`src/rtl/monentry_pkg.sv`:
```
`timescale 1ns/1ps
package monentry_pkg;

    typedef enum logic [2:0] {
        ST_IDLE,
        ST_GUARD,
        ST_INTAKE,
        ST_BREAK,
        ST_READY,
        ST_USER,
        ST_FAIL
    } ent_state_t;

    typedef struct packed {
        logic       mon;
        logic       illegal;
        logic       pll_on;
        logic [1:0] div_code;
    } boot_cfg_t;

    localparam logic [1:0] DIV_BY_FOUR = 2'b01;

endpackage

```
`src/rtl/strap_decode.sv`:
```
`timescale 1ns/1ps
module strap_decode
    import monentry_pkg::*;
#(
    parameter int VEC_W = 16
) (
    input  logic             hv_det,
    input  logic             irq_level,
    input  logic [VEC_W-1:0] reset_vec,
    input  logic             host_line,
    input  logic             strap_a,
    input  logic             strap_b,
    output boot_cfg_t        cfg
);

    localparam logic [VEC_W-1:0] BLANK_VEC = '1;

    logic vec_blank;
    assign vec_blank = (reset_vec == BLANK_VEC);

    always_comb begin
        cfg = '0;
        if (hv_det) begin
            // test-voltage entry: straps pick the divider
            cfg.mon      = 1'b1;
            cfg.div_code = {strap_b, strap_a};
        end else if (vec_blank) begin
            if (host_line) begin
                cfg.mon      = 1'b1;
                cfg.pll_on   = ~irq_level;
                cfg.div_code = DIV_BY_FOUR;
            end else begin
                cfg.illegal  = 1'b1;
            end
        end
    end

endmodule

```
`src/rtl/guard_timer.sv`:
```
`timescale 1ns/1ps
module guard_timer #(
    parameter int GUARD_CYC = 24
) (
    input  logic clk,
    input  logic rst_n,
    input  logic run,
    output logic expire
);

    localparam int GC_W = (GUARD_CYC > 1) ? $clog2(GUARD_CYC) : 1;
    localparam logic [GC_W-1:0] LAST_CNT = GC_W'(GUARD_CYC - 1);

    logic [GC_W-1:0] cnt_q;

    always_ff @(posedge clk) begin
        if (!rst_n || !run) begin
            cnt_q <= '0;
        end else if (cnt_q != LAST_CNT) begin
            cnt_q <= cnt_q + 1'b1;
        end
    end

    assign expire = run && (cnt_q == LAST_CNT);


    guard_bound_chk: assert property (@(posedge clk) disable iff (!rst_n)
        cnt_q <= LAST_CNT);

endmodule

```
`src/rtl/sec_intake.sv`:
```
`timescale 1ns/1ps
module sec_intake #(
    parameter int NBYTES = 8,
    parameter int BYTE_W = 8
) (
    input  logic                     clk,
    input  logic                     rst_n,
    input  logic                     enable,
    input  logic                     rx_valid,
    input  logic [BYTE_W-1:0]        rx_data,
    output logic [NBYTES*BYTE_W-1:0] bytes_flat,
    output logic                     got_any,
    output logic                     last_byte,
    output logic                     full_pulse
);

    localparam int CNT_W = $clog2(NBYTES + 1);
    localparam logic [CNT_W-1:0] FULL_CNT = CNT_W'(NBYTES);
    localparam logic [CNT_W-1:0] LAST_IDX = CNT_W'(NBYTES - 1);

    logic [CNT_W-1:0] cnt_q;
    logic             accept;
    logic             pulse_q;

    assign accept    = enable && rx_valid && (cnt_q < FULL_CNT);
    assign last_byte = accept && (cnt_q == LAST_IDX);
    assign got_any   = (cnt_q != '0);

    always_ff @(posedge clk) begin
        if (!rst_n) begin
            cnt_q   <= '0;
            pulse_q <= 1'b0;
        end else begin
            pulse_q <= last_byte;
            if (accept) begin
                cnt_q <= cnt_q + 1'b1;
            end
        end
    end

    generate
        for (genvar g = 0; g < NBYTES; g++) begin : g_slot
            logic [BYTE_W-1:0] slot_q;
            always_ff @(posedge clk) begin
                if (!rst_n) begin
                    slot_q <= '0;
                end else if (accept && (cnt_q == CNT_W'(g))) begin
                    slot_q <= rx_data;
                end
            end
            assign bytes_flat[g*BYTE_W +: BYTE_W] = slot_q;
        end
    endgenerate

    assign full_pulse = pulse_q;


    cnt_bound_chk: assert property (@(posedge clk) disable iff (!rst_n)
        cnt_q <= FULL_CNT);


    valid_pulse_chk: assert property (@(posedge clk) disable iff (!rst_n)
        full_pulse |=> !full_pulse);


    full_stays_chk: assert property (@(posedge clk) disable iff (!rst_n)
        (cnt_q == FULL_CNT) |=> (cnt_q == FULL_CNT));

endmodule

```
`src/rtl/break_gen.sv`:
```
`timescale 1ns/1ps
module break_gen #(
    parameter int DIV_W = 16,
    parameter int BITS  = 10
) (
    input  logic             clk,
    input  logic             rst_n,
    input  logic             active,
    input  logic [DIV_W-1:0] bit_div,
    output logic             done
);

    localparam int BIT_W = $clog2(BITS);
    localparam logic [BIT_W-1:0] LAST_BIT = BIT_W'(BITS - 1);

    logic [DIV_W-1:0] cyc_q;
    logic [BIT_W-1:0] bit_q;
    logic [DIV_W-1:0] div_last;
    logic             bit_end;

    assign div_last = (bit_div == '0) ? '0 : (bit_div - 1'b1);
    assign bit_end  = (cyc_q == div_last);
    assign done     = active && bit_end && (bit_q == LAST_BIT);

    always_ff @(posedge clk) begin
        if (!rst_n || !active) begin
            cyc_q <= '0;
            bit_q <= '0;
        end else if (bit_end) begin
            cyc_q <= '0;
            if (bit_q != LAST_BIT) begin
                bit_q <= bit_q + 1'b1;
            end
        end else begin
            cyc_q <= cyc_q + 1'b1;
        end
    end


    bit_bound_chk: assert property (@(posedge clk) disable iff (!rst_n)
        bit_q <= LAST_BIT);

endmodule

```
`src/rtl/mon_entry_ctrl.sv`:
```
`timescale 1ns/1ps
module mon_entry_ctrl
    import monentry_pkg::*;
#(
    parameter int VEC_W     = 16,
    parameter int GUARD_CYC = 24,
    parameter int NBYTES    = 8,
    parameter int BYTE_W    = 8,
    parameter int DIV_W     = 16,
    parameter int BRK_BITS  = 10
) (
    input  logic                     clk,
    input  logic                     rst_n,
    input  logic                     irq_hv,
    input  logic                     irq_level,
    input  logic [VEC_W-1:0]         reset_vec,
    input  logic                     strap_a,
    input  logic                     strap_b,
    input  logic                     host_line,
    input  logic                     comm_sel,
    input  logic [DIV_W-1:0]         bit_div,
    input  logic                     rx_valid,
    input  logic [BYTE_W-1:0]        rx_data,
    output logic                     mon_mode,
    output logic                     wdog_en,
    output logic                     pll_en,
    output logic [1:0]               clk_div_code,
    output logic                     illegal_rst,
    output logic                     entry_fail,
    output logic                     par_sel,
    output logic                     tx_line,
    output logic                     cmd_ready,
    output logic                     sec_valid,
    output logic [NBYTES*BYTE_W-1:0] sec_bytes
);

    ent_state_t state_q, state_d;
    boot_cfg_t  cfg_d, cfg_q;
    logic       par_q;
    logic       guard_done;
    logic       got_any;
    logic       last_byte;
    logic       brk_done;

    strap_decode #(.VEC_W(VEC_W)) u_decode (
        .hv_det    (irq_hv),
        .irq_level (irq_level),
        .reset_vec (reset_vec),
        .host_line (host_line),
        .strap_a   (strap_a),
        .strap_b   (strap_b),
        .cfg       (cfg_d)
    );

    guard_timer #(.GUARD_CYC(GUARD_CYC)) u_guard (
        .clk    (clk),
        .rst_n  (rst_n),
        .run    (state_q == ST_GUARD),
        .expire (guard_done)
    );

    sec_intake #(.NBYTES(NBYTES), .BYTE_W(BYTE_W)) u_intake (
        .clk        (clk),
        .rst_n      (rst_n),
        .enable     (state_q == ST_INTAKE),
        .rx_valid   (rx_valid),
        .rx_data    (rx_data),
        .bytes_flat (sec_bytes),
        .got_any    (got_any),
        .last_byte  (last_byte),
        .full_pulse (sec_valid)
    );

    break_gen #(.DIV_W(DIV_W), .BITS(BRK_BITS)) u_break (
        .clk     (clk),
        .rst_n   (rst_n),
        .active  (state_q == ST_BREAK),
        .bit_div (bit_div),
        .done    (brk_done)
    );

    // state register; straps are tracked while reset is held
    always_ff @(posedge clk) begin
        if (!rst_n) begin
            state_q <= ST_IDLE;
            cfg_q   <= cfg_d;
            par_q   <= 1'b0;
        end else begin
            state_q <= state_d;
            if (state_q == ST_INTAKE && !got_any) begin
                par_q <= comm_sel;
            end
        end
    end

    always_comb begin
        state_d = state_q;
        unique case (state_q)
            ST_IDLE:   state_d = cfg_q.mon ? ST_GUARD : ST_USER;
            ST_GUARD: begin
                if (comm_sel)        state_d = ST_FAIL;
                else if (guard_done) state_d = ST_INTAKE;
            end
            ST_INTAKE: if (last_byte) state_d = ST_BREAK;
            ST_BREAK:  if (brk_done)  state_d = ST_READY;
            ST_READY:  state_d = ST_READY;
            ST_USER:   state_d = ST_USER;
            ST_FAIL:   state_d = ST_FAIL;
            default:   state_d = ST_IDLE;
        endcase
    end

    // outputs
    always_comb begin
        mon_mode     = cfg_q.mon;
        wdog_en      = ~cfg_q.mon;
        pll_en       = cfg_q.pll_on;
        clk_div_code = cfg_q.div_code;
        illegal_rst  = cfg_q.illegal;
        par_sel      = par_q;
        entry_fail   = (state_q == ST_FAIL);
        tx_line      = (state_q != ST_BREAK);
        cmd_ready    = (state_q == ST_READY);
    end


    mode_hold_chk: assert property (@(posedge clk) disable iff (!rst_n)
        $past(rst_n) |-> $stable(cfg_q));


    illegal_user_chk: assert property (@(posedge clk) disable iff (!rst_n)
        illegal_rst |-> !mon_mode);


    guard_abort_chk: assert property (@(posedge clk) disable iff (!rst_n)
        (state_q == ST_GUARD && comm_sel) |=> entry_fail);


    ready_hold_chk: assert property (@(posedge clk) disable iff (!rst_n)
        cmd_ready |=> cmd_ready);


    ready_after_break_chk: assert property (@(posedge clk) disable iff (!rst_n)
        $rose(cmd_ready) |-> $past(!tx_line));


    user_quiet_chk: assert property (@(posedge clk) disable iff (!rst_n)
        (state_q == ST_USER) |-> (tx_line && !sec_valid));

endmodule

```
`config.mk`:
```
export PLATFORM = sky130hd
export DESIGN_NAME = mon_entry_ctrl
export DESIGN_NICKNAME = d
export VERILOG_FILES = /design/src/rtl/monentry_pkg.sv /design/src/rtl/strap_decode.sv /design/src/rtl/guard_timer.sv /design/src/rtl/sec_intake.sv /design/src/rtl/break_gen.sv /design/src/rtl/mon_entry_ctrl.sv
export SDC_FILE = /design/constraint.sdc
export NUM_CORES = 1
export LEC_CHECK = 0
export BUFFER_PORTS_ARGS = -buffer_cell sky130_fd_sc_hd__buf_2
export CAP_MARGIN = 30
export CORE_MARGIN = 8
export CORE_UTILIZATION = 35
export CTS_BUF_LIST = sky130_fd_sc_hd__clkbuf_4
export CTS_CLUSTER_DIAMETER = 40
export DETAILED_ROUTE_END_ITERATION = 6
export PLACE_DENSITY = 0.61
export SETUP_SLACK_MARGIN = 0.3
export SKIP_CTS_REPAIR_TIMING = 1
export SLEW_MARGIN = 25
export SYNTH_ARGS = -nofsm -noshare
export SYNTH_HDL_FRONTEND = slang
export SYNTH_SLANG_ARGS = --single-unit
```
`constraint.sdc`:
```
create_clock -name clk -period 3.6 [get_ports clk]
set_clock_uncertainty 0.2 [all_clocks]
set_input_delay 0.18 -clock clk [delete_from_list [all_inputs] [get_ports clk]]
set_output_delay 0.18 -clock clk [all_outputs]
set_load 0.1 [all_outputs]
```
==> results of run 1 <==
## power by group through the flow
stage	sequential, W	clock [W]	combinational, W
after floorplan	0.00134	0	0.000251
after global placement	0.00125	0	0.000444
after detailed placement	0.00125	0	0.000450
after CTS	0.00123	0.000681	0.000451
after global routing	0.00124	0.000724	0.000502
final	0.00123	0.000664	0.000463
## placed cells by master, fill, tap and decap left out, drive strengths merged, types with 7 or more instances in the layout
cell type	n
nor4	7
buf	126
nand4	7
and3	7
a21oi	39
dlygate4sd3	19
dfxtp	98
clkbuf	9
mux2i	40
nand2	92
or3	8
nor3	9
xnor2	17
ha	9
inv	17
xor2	16
nor2b	11
nor2	77
nand3	21
## through the flow
| stage | setup WS [ns] | util | total power, W | instances |
|---|---|---|---|---|
| after global routing | 0.5985 | 0.4342 | 0.002461 | 880 |
| after CTS | 0.8775 | 0.4202 | 0.002360 | 860 |
| final | 0.8654 | 0.4342 | 0.002356 | 880 |
| after floorplan | 0.8303 | - | 0.001591 | 569 |
| after global placement | 0.5133 | 0.4082 | 0.001696 | 844 |
| after detailed placement | 0.4421 | 0.4082 | 0.001702 | 844 |
## how the worst max path moves through the flow
stage	startpoint	end	slack [ns]
2_1_floorplan	bit_div[12]	state_q[2]	0.83
4_1_cts	state_q[1]	u_intake.g_slot[1].slot_q[4]	0.88
5_1_grt	state_q[1]	u_intake.g_slot[1].slot_q[2]	0.60
6_report	state_q[1]	u_intake.g_slot[1].slot_q[4]	0.87
3_5_place_dp	bit_div[2]	u_break.cyc_q[13]	0.44
3_3_place_gp	bit_div[2]	u_break.cyc_q[10]	0.51
## cell families after synthesis
group,count (synthesis)
AOI/OAI and AO/OA,75
xor gates and xnor gates,33
adders and majority gates,9
buffers and inverters,44
DFF,103
muxes,40
and+or+nand+nor,265
## layer usage
metal | part of all wire | vias to the layer above | GRT usage | wire length [microns]
li1 | - | 2207 | - | -
met1 | 0.42 | 2066 | 0.1678 | 5586
met2 | 0.48 | 131 | 0.2378 | 6314
met3 | 0.080 | 22 | 0.04413 | 1061
met4 | 0.017 | 0 | 0.06176 | 227
met5 | 0 | - | 0 | 0
## flip-flops by register name, summed over array words and instances (netlist names)
signal                  count
clk_div_code                2
u_break.bit_q               4
mon_mode                    1
pll_en                      1
u_intake.cnt_q              4
u_intake.full_pulse         1
state_q                     3
illegal_rst                 1
u_guard.cnt_q               5
u_break.cyc_q              16
par_sel                     1
u_intake.g_slot.slot_q     64
## final cells by class
cell class,instances,share of cell area
multi-input combinational,422,0.4345
inverter,13,0.008159
sequential,103,0.3531
tap,180,0.03766
clock buffer,9,0.01130
antenna,1,0.0004184
clock inverter,7,0.01632
timing repair buffer,145,0.1385
## worst max-delay path, stage by stage (launching register included)
cell and delay (ns):
dfxtp_1 0.50, nand2b_1 0.13, nor3b_1 0.32, nor2b_1 0.54, nor2b_1 0.40, and2_1 0.37
nand2_1 0.10, a21oi_1 0.13
==> metrics.txt, run 1 <==
Crit path required time 3.80 ns; cell-internal power 0.001549 W; Setup crit start kind register; adder-cell share of the synthesized area 0.02297; Simple-Gate Fraction of Synth Area 0.2616; reg2reg path depth 7; clock buffer depth 2; num ports approximately 120; layout cell share with drive strength beyond 1 0.2260; Gate Count Post-Synth 569; max cap viols 0; mux cell area share after synthesis 0.08167; largest net degree at the start of global routing 45; PwrDens 394.0 mW/mm^2; H-tree levels 3; final setup fails 0; Fillers 1,403; FMAX 365.7 MHz; placed cell area 0.005623 sq mm; Rel. slew slack 0.5154; Synth Flop Type dfxtp_1; Least-Margin Pin Slew 0.7202 ns; top-area cell type share of the netlist area 0.4002; Fin Hold WS 0.05524 ns; drt via density 5.030; Final TNS setup 0 ns; Area growth, synth to finish 22.00%; Synth Warn # 0; most frequent cells after synthesis 98 x dfxtp_1, 92 x nand2_1, 77 x nor2_1; 1st-iter DRT viols 220; WL final 13,190 microns; Multi-input gate area ~0.0026 sq mm; site row count 43; beginning of the worst hold path rx_valid; Post-Syn Area per Cell 8.615 sq um; critical-path maximum fanout 9; crit end category register; wire per inst approximately 15 microns; complex-gate fraction of the synthesized area 0.1049; largest family of logic cells by synthesized area simple AND/OR/NAND/NOR gates; Hold Path End u_intake.cnt_q[3]; clk_lat worst skew 0.45 ns; total grt overflow 0; Post-DP HPWL ~9900 microns; unrepaired setup endpoints after global routing no; switching power 0.0008074 W; Worst Hold Class primary input to register; # clock sinks 103; Post-synth EDFFs 5; Yosys cell types 63; 1st-pass router iterations 4; number of global-route vias before repair 4,492; register area share after synthesis 0.4308; Critical R2R Capture u_intake.g_slot[1].slot_q[4]; Die Y 134.4 microns; CTS Root Cell clkbuf_4; Synth Register Bits 103; vias post-DR 4,426; Comb pwr share 0.197; GRT Total Usage 0.1436; die width 134.4 microns; Slew Limit Fails 0; initial antenna violation count 1; syn_nets 627; Peak VDD IR 0.2513 mV; Yosys top cell by area dfxtp_1; synth top area cells dfxtp_1 40%, mux2i_1 8.2%, nand2_1 7.0%, nor2_1 5.9%, a21oi_1 4.0%; input/output buffers 123; reg2reg setup slack 0.87 ns; count leader, synth dfxtp_1; sequential power share 0.522; Critical Path AT 2.93 ns; outcome completed; Switching Share 0.3427; core footprint approximately 0.014 sq mm; WHS Path Cells 4; NumNets Final ~750; die area 0.01805 sq mm; CTS tree built; Tcrit/Tclk final 0.7596; design area 0.005981 sq mm; Netlist Area Pre-Place between 0.004 and 0.005 sq mm; global-route wire length before repair 21,400 microns; xor/xnor share of the synthesized area 0.05896; Clk pin slew, worst setup/hold paths 0.17 ns; DRT antenna net count 0; Final GP Congestion 0.8903; register area 0.002112 sq mm; # DRC 0; Final Hold Vio Count 0; Clock Power Share 0.282; WS Path Type register to register; Starting Density 0.3559; number of CTS-inserted buffers 9; Static Leakage 2.633 nW; min cycle time layout between 2 and 3 ns; Reg-to-Reg Start state_q[1]; fraction of registers with async set or reset after synthesis 0
Power figures use the tool's default switching activity.
==> run 2, diff against run 1 <==
==> constraint.sdc (replaced) <==
create_clock -name clk -period 2.73 [get_ports clk]
set_clock_uncertainty 0.2 [all_clocks]
set_input_delay 0.1365 -clock clk [delete_from_list [all_inputs] [get_ports clk]]
set_output_delay 0.1365 -clock clk [all_outputs]
set_load 0.1 [all_outputs]
==> run 2 against run 1 <==
The run now ends with hold timing left. Critical path depth is 5 higher. Global-route usage grew 0.13 points. Register-to-register slack worse by 0.56 ns. Die area stayed put. Clock-buffer cell count stayed put. Critical path type is now primary input to register. Highest routed layer unchanged.
==> metrics.txt, run 2 (synthesis results as in run 1) <==
Final Hold Vio Count 1 (+1); crit end category register; Reg with most FFs u_intake.g_slot.slot_q; slowest cell on the critical path a2111oi_4; Worst Hold Class primary input to register; worst path buffer plus inverter count 4 (+4); 1st-pass router iterations 5 (+1); CP top delay family compound AO/OA/AOI/OAI gates; Least-Margin Pin Slew 0.7900 ns (+0.06980 ns); clock buffer depth 2 (unchanged); Worst path most repeated cell buf_4; max reg flops 64 (unchanged); Final Core Density 0.4701 (+0.03588); failing checks hold timing; core footprint 0.01377 sq mm (unchanged); crit path capture state_q[2]; vias post-DR 4,562 (+3.1%); Post-Layout Cell Count 926 (+5.2%); Tcrit/Tclk final 0.9058; total grt overflow 0 (unchanged); reg2reg setup slack 0.31 ns (-0.56 ns); CP Depth 12 (+5); metal3 WL 821 microns (-23%); number of global-route vias before repair 4,551 (+1.3%); critical-path maximum fanout 6 (-3); Reg-to-Reg Start u_break.cyc_q[10]; Crit. Startpoint bit_div[5]; 1st-iter DRT viols 241 (+9.5%); dpl cells 889 (+5.3%); Slew Limit Fails 0 (unchanged); FMAX 404.4 MHz; max cap viols 0 (unchanged); WS Path Type primary input to register; NumNets Final 799 (+6.3%); unrepaired setup endpoints after global routing yes; site row count 43 (unchanged); Crit path required time 2.90 ns (-0.90 ns); Fin Hold WS -0.01968 ns (-0.07492 ns); Static Leakage 2.894 nW (+9.9%); Starting Density 0.3559 (unchanged); reg2reg path depth 8 (+1); layout cell share with drive strength beyond 1 0.3083 (+0.08227); Place WS -0.2838 ns (-0.7258 ns); Worst path max stage delay 0.40 ns (-0.14 ns); Critical R2R Capture state_q[2]; wire per inst 14.77 microns (-1.5%); Peak VDD IR 0.3525 mV (+40%); initial antenna violation count 0 (-1); WHS Path Cells 4 (unchanged); WL final 13,680 microns (+3.7%); critical-path cell list buf_8 -> nor4_4 -> buf_4 -> buf_4 -> nand4b_1 -> buf_4 -> mux2i_1 -> o22ai_2 -> a2111oi_4 -> o2111ai_4 -> or3_1 -> a31oi_1; M1 wire length 6182 microns (+11%); min cycle time layout 2.473 ns; CTS Root Cell clkbuf_4; most common cell after layout, fill and taps aside buf_2; final setup fails 0 (unchanged); # clock sinks 103 (unchanged); Power, Total 0.003037 W (+29%); PwrDens 469.1 mW/mm^2 (+19%); largest net degree at the start of global routing 78 (+73%); global-route wire length before repair 21,900 microns (+2.3%); DRT antenna net count 0 (unchanged); die width 134.4 microns (unchanged); commonest cells after routing, fill and taps aside 121 x buf_2, 91 x nand2_1, 91 x dfxtp_1; number of CTS-inserted buffers 9 (unchanged); Top Metal Used met4; Rel. slew slack 0.4733 (-0.04211); num ports 124 (unchanged); met2 routed WL 6531 microns (+3.4%); Post-DP HPWL 10,180 microns (+3.1%); Die Y 134.4 microns (unchanged); Final GP Congestion 0.8483 (-4.7%); clk_lat worst skew 0.44 ns (about the same); drt via density 4.927 (-2.0%); n_diodes 0 (-1); Regs by FF count u_intake.g_slot.slot_q x64, u_break.cyc_q x16, u_guard.cnt_q x5; outcome finished with violations; input/output buffers 123 (unchanged); # DRC 0 (unchanged); Clk pin slew, worst setup/hold paths 0.16 ns (about the same); Setup crit start kind primary input; Critical Path AT 2.65 ns (-0.28 ns); CTS tree built; Final Worst Setup Slack 0.2572 ns (-0.6083 ns); GRT Total Usage 0.1449 (+0.001297); Area growth, synth to finish 32.08%; die area 0.01805 sq mm (unchanged); H-tree levels 3 (unchanged)
## run 2: worst min-delay path by stage
stage                         start                 to
final                      rx_valid  u_intake.cnt_q[3]
after CTS                 irq_level             pll_en
after global routing       rx_valid  u_intake.cnt_q[3]
after global placement     comm_sel            par_sel
after detailed placement  irq_level             pll_en
after floorplan               rst_n         state_q[2]
## run 2: routing by layer
| metal | vias to the layer above | track usage |
|---|---|---|
| met2 | 101 | 0.2392 |
| met1 | 2149 | 0.1796 |
| met5 | - | 0 |
| li1 | 2300 | - |
| met3 | 12 | 0.04637 |
| met4 | 0 | 0.03244 |
## run 2: worst min-delay path, stage by stage
cell and delay [ns]:
buf_2 0.08, nor3b_2 0.18, a41oi_1 0.13, nor2_1 0.07
## run 2: final cells by class
type	count	area [sq um]
inverters	13	48.80
fillers	1364	7298
multi-input cells	422	2750
repair buffers	192	1201
clock buffers	9	67.56
well taps	180	225.2
clock inverters	7	61.31
flip-flops and latches	103	2121
## run 2: report_power, final
| part | switching (W) | total (W) | internal [W] | leakage [nW] |
|---|---|---|---|---|
| Clock | 0.000535 | 0.000744 | 0.000209 | 0.0712 |
| Sequential | 0.0000573 | 0.00162 | 0.00157 | 0.842 |
| Combinational | 0.000465 | 0.000671 | 0.000206 | 1.98 |
## run 2: metrics by stage
stage          hold slack (ns)  setup TNS, ns  cell area (sq um)
2_1_floorplan          0.05267              0               4926
3_3_place_gp            0.2095        -0.9813               5977
3_5_place_dp            0.2152         -3.225               5977
5_1_grt                0.02349              0               6475
6_report              -0.01968              0               6475
4_1_cts                -0.2863              0               6106
==> run 3, diff against run 2 <==
--- a/config.mk
+++ b/config.mk
@@ -12,7 +12,7 @@
 export CTS_BUF_LIST = sky130_fd_sc_hd__clkbuf_4
 export CTS_CLUSTER_DIAMETER = 40
 export DETAILED_ROUTE_END_ITERATION = 6
-export PLACE_DENSITY = 0.61
+export PLACE_DENSITY = 0.56
 export SETUP_SLACK_MARGIN = 0.3
 export SKIP_CTS_REPAIR_TIMING = 1
 export SLEW_MARGIN = 25
==> run 3 against run 2 <==
The run now ends clean. Fmax grew 0.19%. Power grew 3.3%. Register-to-register slack gained 0.02 ns. Global-route usage grew 0.26 points. Worst setup slack gained 0.0048 ns. Highest routed layer is now met5. Combinational power is essentially flat. Critical path type unchanged. Via count shrank 0.79%. Non-clock buffer count shrank 1.
==> metrics.txt, run 3 (synthesis results as in run 1) <==
largest net degree at the start of global routing 40 (-49%); Multi-input gate area 0.002740 sq mm (-0.36%); Static Leakage 2.885 nW (-0.32%); Fillers 1,395 (+2.3%); unrepaired setup endpoints after global routing yes; reg2reg setup slack 0.33 ns (+0.02 ns); Rel. slew slack 0.5000 (+0.02668); global-route wire length before repair 22,060 microns (+0.73%); input/output buffers 123 (unchanged); drt via density 4.893 (-0.68%); initial antenna violation count 1 (+1); Starting Density 0.3559 (unchanged); # DRC 0 (unchanged); outcome completed; max reg flops 64 (unchanged); number of CTS-inserted buffers 9 (unchanged); critical-path maximum fanout 6 (unchanged); Area growth, synth to finish 31.98% (about the same); 1st-iter DRT viols 280 (+16%); NumNets Final 798 (-0.13%); crit end category register; final setup fails 0 (unchanged); total grt overflow 0 (unchanged); number of global-route vias before repair 4,651 (+2.2%); Clk pin slew, worst setup/hold paths 0.17 ns (about the same); core footprint 0.01377 sq mm (unchanged); wire per inst 14.74 microns (-0.24%); Power, Total 0.003138 W (+3.3%); Peak VDD IR 0.2501 mV (-29%); design area 0.006470 sq mm (about the same); Fin Hold WS 0.01218 ns (+0.03186 ns); # clock sinks 103 (unchanged); Final Hold Vio Count 0 (-1); clk_lat worst skew 0.45 ns (about the same); 1st-pass router iterations 4 (-1); num ports 124 (unchanged); WS Path Type primary input to register; Post-DP HPWL 10,350 microns (+1.6%); DRT antenna net count 0 (unchanged); Reg with most FFs u_intake.g_slot.slot_q; die area 0.01805 sq mm (unchanged); GRT Total Usage 0.1475 (+0.002556); clock buffer depth 2 (unchanged); Worst Hold Class primary input to register; Setup crit start kind primary input; placed cell area 0.005969 sq mm (-0.13%); n_diodes 0 (unchanged); Critical Path AT 2.64 ns (about the same); Final TNS setup 0 ns (unchanged); Crit path required time 2.90 ns (about the same); WL final 13,630 microns (-0.34%); die width 134.4 microns (unchanged); H-tree levels 3 (unchanged); Die Y 134.4 microns (unchanged); PwrDens 485.0 mW/mm^2 (+3.4%); max cap viols 0 (unchanged); FMAX 405.2 MHz (+0.19%); most common cell after layout, fill and taps aside buf_2; CTS Root Cell clkbuf_4; commonest cells after routing, fill and taps aside 122 x buf_2, 93 x dfxtp_1, 91 x nand2_1; Least-Margin Pin Slew 0.7432 ns (-0.04687 ns); Final Worst Setup Slack 0.2620 ns (+0.004806 ns); Slew Limit Fails 0 (unchanged); Tcrit/Tclk final 0.9040 (-0.001760); site row count 43 (unchanged); CTS tree built; layout cell share with drive strength beyond 1 0.3047 (-0.003613); Regs by FF count u_intake.g_slot.slot_q x64, u_break.cyc_q x16, u_guard.cnt_q x5; min cycle time layout 2.468 ns (-0.004806 ns); Place WS -0.2003 ns (+0.08347 ns); Final GP Congestion 0.8979 (+5.8%); register area 0.002118 sq mm (-0.12%); vias post-DR 4,526 (-0.79%)
[run 3: cell types whose count changed in the layout (fill, tap and decap cells not counted), sizes merged]
cell / delta
buf: -1
bufinv: +1
clkinv: +1
inv: -2
[run 3: final cells by class]
type,instances,share of cell area
clock inverters,7,0.01334
clock buffers,9,0.01044
well taps,180,0.03481
inverters,13,0.007542
flip-flops and latches,103,0.3274
multi-input cells,422,0.4235
repair buffers,191,0.1829
[run 3: metrics by stage]
step           cells  utilization
3_5_place_dp     888       0.4334
6_report         925       0.4697
2_1_floorplan    569            -
3_3_place_gp     888       0.4334
5_1_grt          925       0.4697
4_1_cts          904       0.4446
[run 3: metal layers]
metal	track usage	up-vias	wire (microns)	part of all wire
met5	0	-	8	0.00059
met1	0.1814	2103	6138	0.45
met4	0.04180	2	124	0.0091
met2	0.2384	109	6429	0.47
met3	0.05086	12	930	0.068
li1	-	2300	-	-
[run 3: where the power goes]
part           total (W)  leakage [nW]  internal (W)  switching, W
Sequential       0.00162         0.841       0.00156     0.0000599
Clock           0.000842        0.0806      0.000299      0.000543
Combinational   0.000672          1.96      0.000205      0.000466
Total            0.00314          2.88       0.00207       0.00107
[run 3: path summary, 6_finish.rpt]
kind,from,endpoint,cells past startpoint
max reg2reg,u_break.cyc_q[4],u_break.bit_q[2],8
max,bit_div[13],u_break.bit_q[2],10
min reg2reg,u_intake.g_slot[0].slot_q[3],u_intake.g_slot[0].slot_q[3],2
min,rx_valid,u_intake.cnt_q[3],4
[run 3: critical path, stage by stage]
cell	delay (ns)
buf_2	0.13
or4_4	0.57
o211a_1	0.24
a221oi_2	0.27
o22ai_2	0.16
a2111oi_4	0.38
o2111ai_4	0.20
buf_4	0.19
nor2_1	0.13
mux2i_1	0.23
